--- src/rtl/pcwin_pkg.sv ---
package pcwin_pkg;
  localparam int ADDR_W   = 32;
  localparam int XLAT_LSB = 18;
  localparam int ALIGN_W  = 3;
  localparam int UP_W     = ADDR_W - XLAT_LSB;
  localparam int NUM_WIN  = 5;
  localparam int NUM_MEM  = 3;

  // window order: mem0, mem1, mem2, register, io
  localparam logic [ADDR_W-1:0] WIN_BASE [NUM_WIN] =
    '{32'hFD00_0000, 32'h1000_0000, 32'hC000_0000, 32'hFE00_0000, 32'hFE20_0000};
  localparam int WIN_LG [NUM_WIN] = '{24, 26, 29, 21, 21};
  localparam logic WIN_EXT_ONLY [NUM_WIN] = '{1'b0, 1'b0, 1'b1, 1'b0, 1'b0};

  typedef enum logic {CFG_BANK = 1'b0, CFG_MASK = 1'b1} cfg_sel_e;
endpackage

--- src/rtl/pcwin_decode.sv ---
module pcwin_decode
  import pcwin_pkg::*;
(
  input  logic [ADDR_W-1:0]  addr,
  input  logic               ext_mode,
  output logic [NUM_WIN-1:0] hit,
  output logic               none
);
  for (genvar w = 0; w < NUM_WIN; w++) begin : g_win
    localparam int LG = WIN_LG[w];
    localparam logic [ADDR_W-1:0] BASE = WIN_BASE[w];
    logic match;
    assign match = (addr[ADDR_W-1:LG] == BASE[ADDR_W-1:LG]);
    if (WIN_EXT_ONLY[w]) begin : g_gated
      assign hit[w] = match & ext_mode;
    end else begin : g_plain
      assign hit[w] = match;
    end
  end
  assign none = ~(|hit);
endmodule

--- src/rtl/pcwin_bankregs.sv ---
module pcwin_bankregs
  import pcwin_pkg::*;
(
  input  logic              clk,
  input  logic              rst_n,
  input  logic              cfg_we,
  input  logic              cfg_sel,
  input  logic [ADDR_W-1:0] cfg_wdata,
  output logic [UP_W-1:0]   bank,
  output logic [UP_W-1:0]   mask
);
  logic [UP_W-1:0] bank_nxt, mask_nxt;
  logic            bank_en, mask_en;

  always_comb begin
    bank_en  = cfg_we && (cfg_sel_e'(cfg_sel) == CFG_BANK);
    mask_en  = cfg_we && (cfg_sel_e'(cfg_sel) == CFG_MASK);
    bank_nxt = cfg_wdata[ADDR_W-1:XLAT_LSB];
    mask_nxt = cfg_wdata[ADDR_W-1:XLAT_LSB];
  end

  always_ff @(posedge clk or negedge rst_n) begin
    if (!rst_n) begin
      bank <= '0;
      mask <= '0;
    end else begin
      if (bank_en) bank <= bank_nxt;
      if (mask_en) mask <= mask_nxt;
    end
  end
endmodule

--- src/rtl/pcwin_xlate.sv ---
module pcwin_xlate
  import pcwin_pkg::*;
(
  input  logic [ADDR_W-1:0] addr,
  input  logic [UP_W-1:0]   bank,
  input  logic [UP_W-1:0]   mask,
  output logic [ADDR_W-1:0] pci
);
  logic [UP_W-1:0] upper;
  for (genvar b = 0; b < UP_W; b++) begin : g_bit
    assign upper[b] = mask[b] ? addr[XLAT_LSB+b] : bank[b];
  end
  assign pci = {upper, addr[XLAT_LSB-1:ALIGN_W], {ALIGN_W{1'b0}}};
endmodule

--- src/rtl/pci_window_xlate.sv ---
module pci_window_xlate
  import pcwin_pkg::*;
(
  input  logic              clk,
  input  logic              rst_n,
  input  logic              req_valid,
  input  logic [31:0]       req_addr,
  input  logic              ext_mode,
  input  logic              cfg_we,
  input  logic              cfg_sel,
  input  logic [31:0]       cfg_wdata,
  output logic              out_valid,
  output logic [2:0]        mem_hit,
  output logic              reg_hit,
  output logic              io_hit,
  output logic              miss,
  output logic [31:0]       pci_addr
);
  logic [NUM_WIN-1:0] win_hit;
  logic               win_none;
  logic [UP_W-1:0]    bank, mask;
  logic [ADDR_W-1:0]  xl_addr;

  logic               valid_nxt, miss_nxt, reg_nxt, io_nxt;
  logic [NUM_MEM-1:0] mem_nxt;
  logic [ADDR_W-1:0]  pci_nxt;

  pcwin_decode u_dec (
    .addr(req_addr), .ext_mode(ext_mode), .hit(win_hit), .none(win_none));

  pcwin_bankregs u_regs (
    .clk(clk), .rst_n(rst_n), .cfg_we(cfg_we), .cfg_sel(cfg_sel),
    .cfg_wdata(cfg_wdata), .bank(bank), .mask(mask));

  pcwin_xlate u_xl (
    .addr(req_addr), .bank(bank), .mask(mask), .pci(xl_addr));

  always_comb begin
    valid_nxt = req_valid;
    mem_nxt   = req_valid ? win_hit[NUM_MEM-1:0] : '0;
    reg_nxt   = req_valid & win_hit[NUM_MEM];
    io_nxt    = req_valid & win_hit[NUM_MEM+1];
    miss_nxt  = req_valid & win_none;
    pci_nxt   = (|mem_nxt) ? xl_addr : '0;
  end

  always_ff @(posedge clk or negedge rst_n) begin
    if (!rst_n) begin
      out_valid <= 1'b0;
      mem_hit   <= '0;
      reg_hit   <= 1'b0;
      io_hit    <= 1'b0;
      miss      <= 1'b0;
      pci_addr  <= '0;
    end else begin
      out_valid <= valid_nxt;
      mem_hit   <= mem_nxt;
      reg_hit   <= reg_nxt;
      io_hit    <= io_nxt;
      miss      <= miss_nxt;
      pci_addr  <= pci_nxt;
    end
  end
endmodule

--- config.mk ---
export PLATFORM = sky130hd
export DESIGN_NAME = pci_window_xlate
export DESIGN_NICKNAME = d
export VERILOG_FILES = /design/src/rtl/pcwin_pkg.sv /design/src/rtl/pcwin_decode.sv /design/src/rtl/pcwin_bankregs.sv /design/src/rtl/pcwin_xlate.sv /design/src/rtl/pci_window_xlate.sv
export SDC_FILE = /design/constraint.sdc
export NUM_CORES = 1
export LEC_CHECK = 0
export CORE_MARGIN = 1.5
export CORE_UTILIZATION = 40
export CTS_CLUSTER_DIAMETER = 150
export DETAILED_ROUTE_END_ITERATION = 10
export GPL_TIMING_DRIVEN = 0
export PLACE_DENSITY = 0.81
export SYNTH_ARGS = -nofsm -noshare
export SYNTH_HDL_FRONTEND = slang
export SYNTH_SLANG_ARGS = --single-unit
--- constraint.sdc ---
create_clock -name clk -period 1.08 [get_ports clk]
set_input_delay 0.324 -clock clk [delete_from_list [all_inputs] [get_ports clk]]
set_output_delay 0.324 -clock clk [all_outputs]
set_load 0.1 [all_outputs]
# Yosys cells after proc, flatten, opt, wreduce, memory -nomap -nowiden
# Index checks and enable logic that the tools add are counted.
# word_totals
register_bits,67
in_bits,70
out_inout_bits,39
word_cells,39
# op_classes
n_eq_ne,5
n_mux,16
n_bitwise,6
reduce_logical,4
# ops
op,count
32-bit 2-to-1 mux,1
11-bit == test (second input constant),2
1-bit 2-to-1 mux,14
8-bit == test (second input constant),1
6-bit by 3-bit == test with 1-bit output (second input constant),1
5-bit OR reduction,1
1-bit bitwise AND,4
3-bit == test (second input constant),1
3-bit 2-to-1 mux,1
3-bit OR reduction,1
1-bit logical AND,2
1-bit inverter,2

# Longest topological paths before layout
# logic_depth
ltp_word,5
mapped_depth,5
mapped_depth_nobuf,3

# Hierarchy
# A second synthesis with hierarchy kept.
# unflattened
hier_cells,203
hier_area_um2,3084.2
# by_module_without_submodules
mod,n_inst,cells_per_inst,area_per_inst_um2,seq_area_each_um2
pci_window_xlate,1,93,1460.2,975.9
pcwin_bankregs,1,60,1133.6,700.7
pcwin_xlate,1,33,349.1,0.0
pcwin_decode,1,17,141.4,0.0

# Least setup slack after synthesis
# No wires, ideal clock.
# synth_path
path_type,input-to-reg
from,input cfg_we
to,register u_regs.bank[10]
setup_time_ns,0.125
arrival_ns,1.146
path_slack_ns,-0.190
path_stages,4
path_cell_list,nor2b_1 clkbuf_1 buf_4 mux2_2
# synth_via
elab_chain_cells,1
# synth_lines
element,line_no,rtl
"start, declared",pci_window_xlate.sv:9,"input logic cfg_we,"
1-bit logical AND,pcwin_bankregs.sv:16,bank_en = cfg_we && (cfg_sel_e'(cfg_sel) == CFG_BANK);
"end signal, assigned",pcwin_bankregs.sv:27,if (bank_en) bank <= bank_nxt;
"end, declared",pcwin_bankregs.sv:9,"output logic [UP_W-1:0] bank,"
# No other way between the ends.
# A chain may end at the register's enable or synchronous reset.

# Final worst setup path
# layout_path
from,register io_hit
to,output io_hit
# layout_rtl
element,line_no,rtl
"start, declared",pci_window_xlate.sv:15,"output logic io_hit,"
"start signal, assigned",pci_window_xlate.sv:59,io_hit <= io_nxt;
# No word-level cell between the ends.

==> results.json <==
{
  "tritoncts": "done",
  "ys.flop_type": "dfrtp_1",
  "path_clk_slew_ns": 0.07,
  "vias": 1966,
  "status": "complete, but fails checks",
  "yosysSeqAreaShare_pct": 59.4,
  "ys_ff_latch": 64,
  "crit_path_start": "io_hit",
  "rr_startpoint": "u_regs.mask[3]",
  "ys_warn_count": 0,
  "worstRegToRegCells": 3,
  "fin_util_pct": 68.1,
  "netlist_instances": 199,
  "hold_violations": 0,
  "avgSynthCellArea_um2": 13.5,
  "routed_wl_um": 6480,
  "leakage_nw": 1.92,
  "synth_simple_gate_area_share_pct": 8.31,
  "io_pins": 109,
  "wl_per_cell_um": 16.5,
  "viasPerCell": 4.99,
  "drt_iter0_markers": 70,
  "grt_max_degree": 35,
  "grt_overflow": 0,
  "hp-class": "in -> async",
  "peakVddDrop_mv": 0.774,
  "finalSetupViolCount": 45,
  "insertion_delay_ns": 0.33,
  "r2r_end": "pci_addr[21]",
  "area_delta_synth_final_pct": 62.3,
  "hold_ws_ns": 0.0459,
  "numCtsBuffers": 9,
  "routabilityCongestion": 0.775,
  "clock_path_buffers": 2,
  "row_count": 29,
  "cts.sinks": 64,
  "rsz0062_at_grt": "yes",
  "muxShareOfSynthArea_pct": 17.5,
  "antenna_found_initial": 0,
  "die-height_um": 85.1,
  "die_area_um2": 7240,
  "drv_cap": 0,
  "start_util_pct": 42.0,
  "synth_xor_xnor_area_share_pct": 0,
  "synth_top_family_by_area": "multiplexers",
  "cpLargestDelayFamily": "flip-flops",
  "arrival_ns": 0.92,
  "crit_fanout": 1,
  "place_inst": 363,
  "die_x_um": 85.1,
  "cp-start-kind": "register",
  "syn-cell-area_um2": 2700,
  "finClkSkew_ns": 0.00890,
  "core_area_um2": 6420,
  "critPathKind": "reg -> out",
  "crit_path_end_kind": "output pin",
  "setup_ws_ns": -0.166,
  "max_freq_mhz": 802,
  "port_buffers": 84,
  "path_buf_inv": 1,
  "grt_use_total_pct": 18.9,
  "final_antenna_net_count": 0,
  "required_ns": 0.76,
  "max_stage_delay_ns": 0.43,
  "place_hpwl_um": 4480,
  "max_slew_margin_pct": 51.5,
  "crit_chain": "buf_12",
  "powerDensity_nw_per_um2": 1330,
  "synth_fa_ha_area_share_pct": 0,
  "ctsHoldBuffers": 0,
  "synth_edf_count": 0,
  "cts-root-buf": "clkbuf_8",
  "grt_pass1_vias": 2102,
  "fin_crit_ns": 1.25,
  "final_cells": 394,
  "grt_pass1_wl_um": 10400,
  "tightest_slew_ns": 0.727,
  "dr.pass1.iters": 7,
  "nets": 382,
  "synthArstFlopShare_pct": 100,
  "fin_crit_sh_pct": 115,
  "synthDistinctLibCells": 21,
  "slowest_stage": "dfrtp_2",
  "final_max_slew_viol_count": 0,
  "r2r_slack_ns": 0.10,
  "violations": "design-rule violations, negative setup slack",
  "post-route-drc-count": 5,
  "cts_max_level": 3,
  "n_antenna_cell": 0,
  "layout-drive-gt1-share_pct": 65.9,
  "synth_compound_area_share_pct": 10.2
}
[area by class of cell]
| type | count | area (um2) |
|---|---|---|
| Fill cell | 455 | 2050 |
| Timing Repair Buffer | 100 | 1120 |
| Buffer | 16 | 215 |
| Multi-Input combinational cell | 120 | 1100 |
| Inverter | 1 | 3.75 |
| Sequential cell | 64 | 1650 |
| Clock buffer | 12 | 145 |
| Tap cell | 77 | 96.3 |
| Clock inverter | 4 | 45.0 |
[where the power goes]
part,switching (mW),internal (mW),total (mW)
Sequential,0.103,2.58,2.68
Clock,0.857,1.12,1.98
Combinational,0.555,0.585,1.14
Total,1.52,4.28,5.80
[timing repair]
item / in CTS / in global routing
resized for setup: 339 / 21
endpoints found under the hold margin: 0 / 0
pin swaps: 9 / 9
setup endpoints to repair: 99 / 68
gates cloned: 3 / 1
buffers inserted: 10 / 1
[worst max path at each step]
stage | end | slack, ns | depth (start not counted)
floorplan | miss | -0.11 | 4
global placement | pci_addr[18] | -2.47 | 1
detailed placement | pci_addr[30] | -0.83 | 6
CTS | io_hit | -0.19 | 1
global route | pci_addr[19] | -0.19 | 1
finish | io_hit | -0.17 | 1
[layout by cell type, fill, tap and decap left out, types with 2 or more instances in the layout]
master / instances
buf_6: 29
nand2_1: 29
dfrtp_1: 28
dlygate4sd2_1: 3
and4_1: 2
clkinv_2: 3
dfrtp_2: 36
clkbuf_1: 2
clkbuf_8: 14
clkbuf_16: 2
buf_2: 7
buf_12: 5
buf_16: 2
conb_1: 3
nor2b_4: 2
clkbuf_2: 2
clkdlybuf4s50_1: 32
buf_4: 11
buf_8: 17
a21oi_2: 26
and3_1: 2
mux2_4: 9
a21oi_4: 3
mux2_2: 33
[registers in the layout, summed over array words and instances (netlist names)]
signal       flops
io_hit           1
pci_addr        29
miss             1
out_valid        1
u_regs.mask     14
u_regs.bank     14
mem_hit          3
reg_hit          1
[per-stage QoR]
| stage | total power [mW] | TNS [ns] | area (um2) | setup WS [ns] |
|---|---|---|---|---|
| 6_report | 5.80 | -5.60 | 4370 | -0.166 |
| 5_1_grt | 6.04 | -6.71 | 4370 | -0.192 |
| 2_1_floorplan | 3.34 | -2.04 | 2810 | -0.108 |
| 3_5_place_dp | 3.74 | -65.86 | 3760 | -0.832 |
| 4_1_cts | 5.82 | -5.95 | 4300 | -0.185 |
| 3_3_place_gp | 3.70 | -215.06 | 3740 | -2.47 |
[Yosys cell counts (2+ instances only)]
cell	number	share of area, %
dfrtp_1	64	59
mux2_2	42	18
nand2_1	30	4.2
a21oi_2	29	9.4
buf_4	5	1.4
clkbuf_1	5	0.70
and3_1	3	0.70
and4_1	3	0.98
buf_6	3	1.3
and4b_1	2	0.74
buf_2	2	0.37
nor2b_1	2	0.46
[metal layers]
| metal | wire, um | share of wire [%] | global-route usage [%] |
|---|---|---|---|
| met1 | 2580 | 40 | 22.4 |
| met2 | 3470 | 53 | 33.3 |
| met3 | 251 | 3.9 | 3.11 |
| met4 | 181 | 2.8 | 9.24 |
| met5 | 0 | 0 | 0 |
[logic make-up (layout without fill, tap and decap cells)]
group,after synthesis,count (layout)
flip-flops,64,64
multiplexers,42,42
buffers and inverters,17,133
AO/OA/AOI/OAI,31,31
other,1,3
AND/OR/NAND/NOR,44,44
No activity file was read; power rests on OpenSTA's default activity.
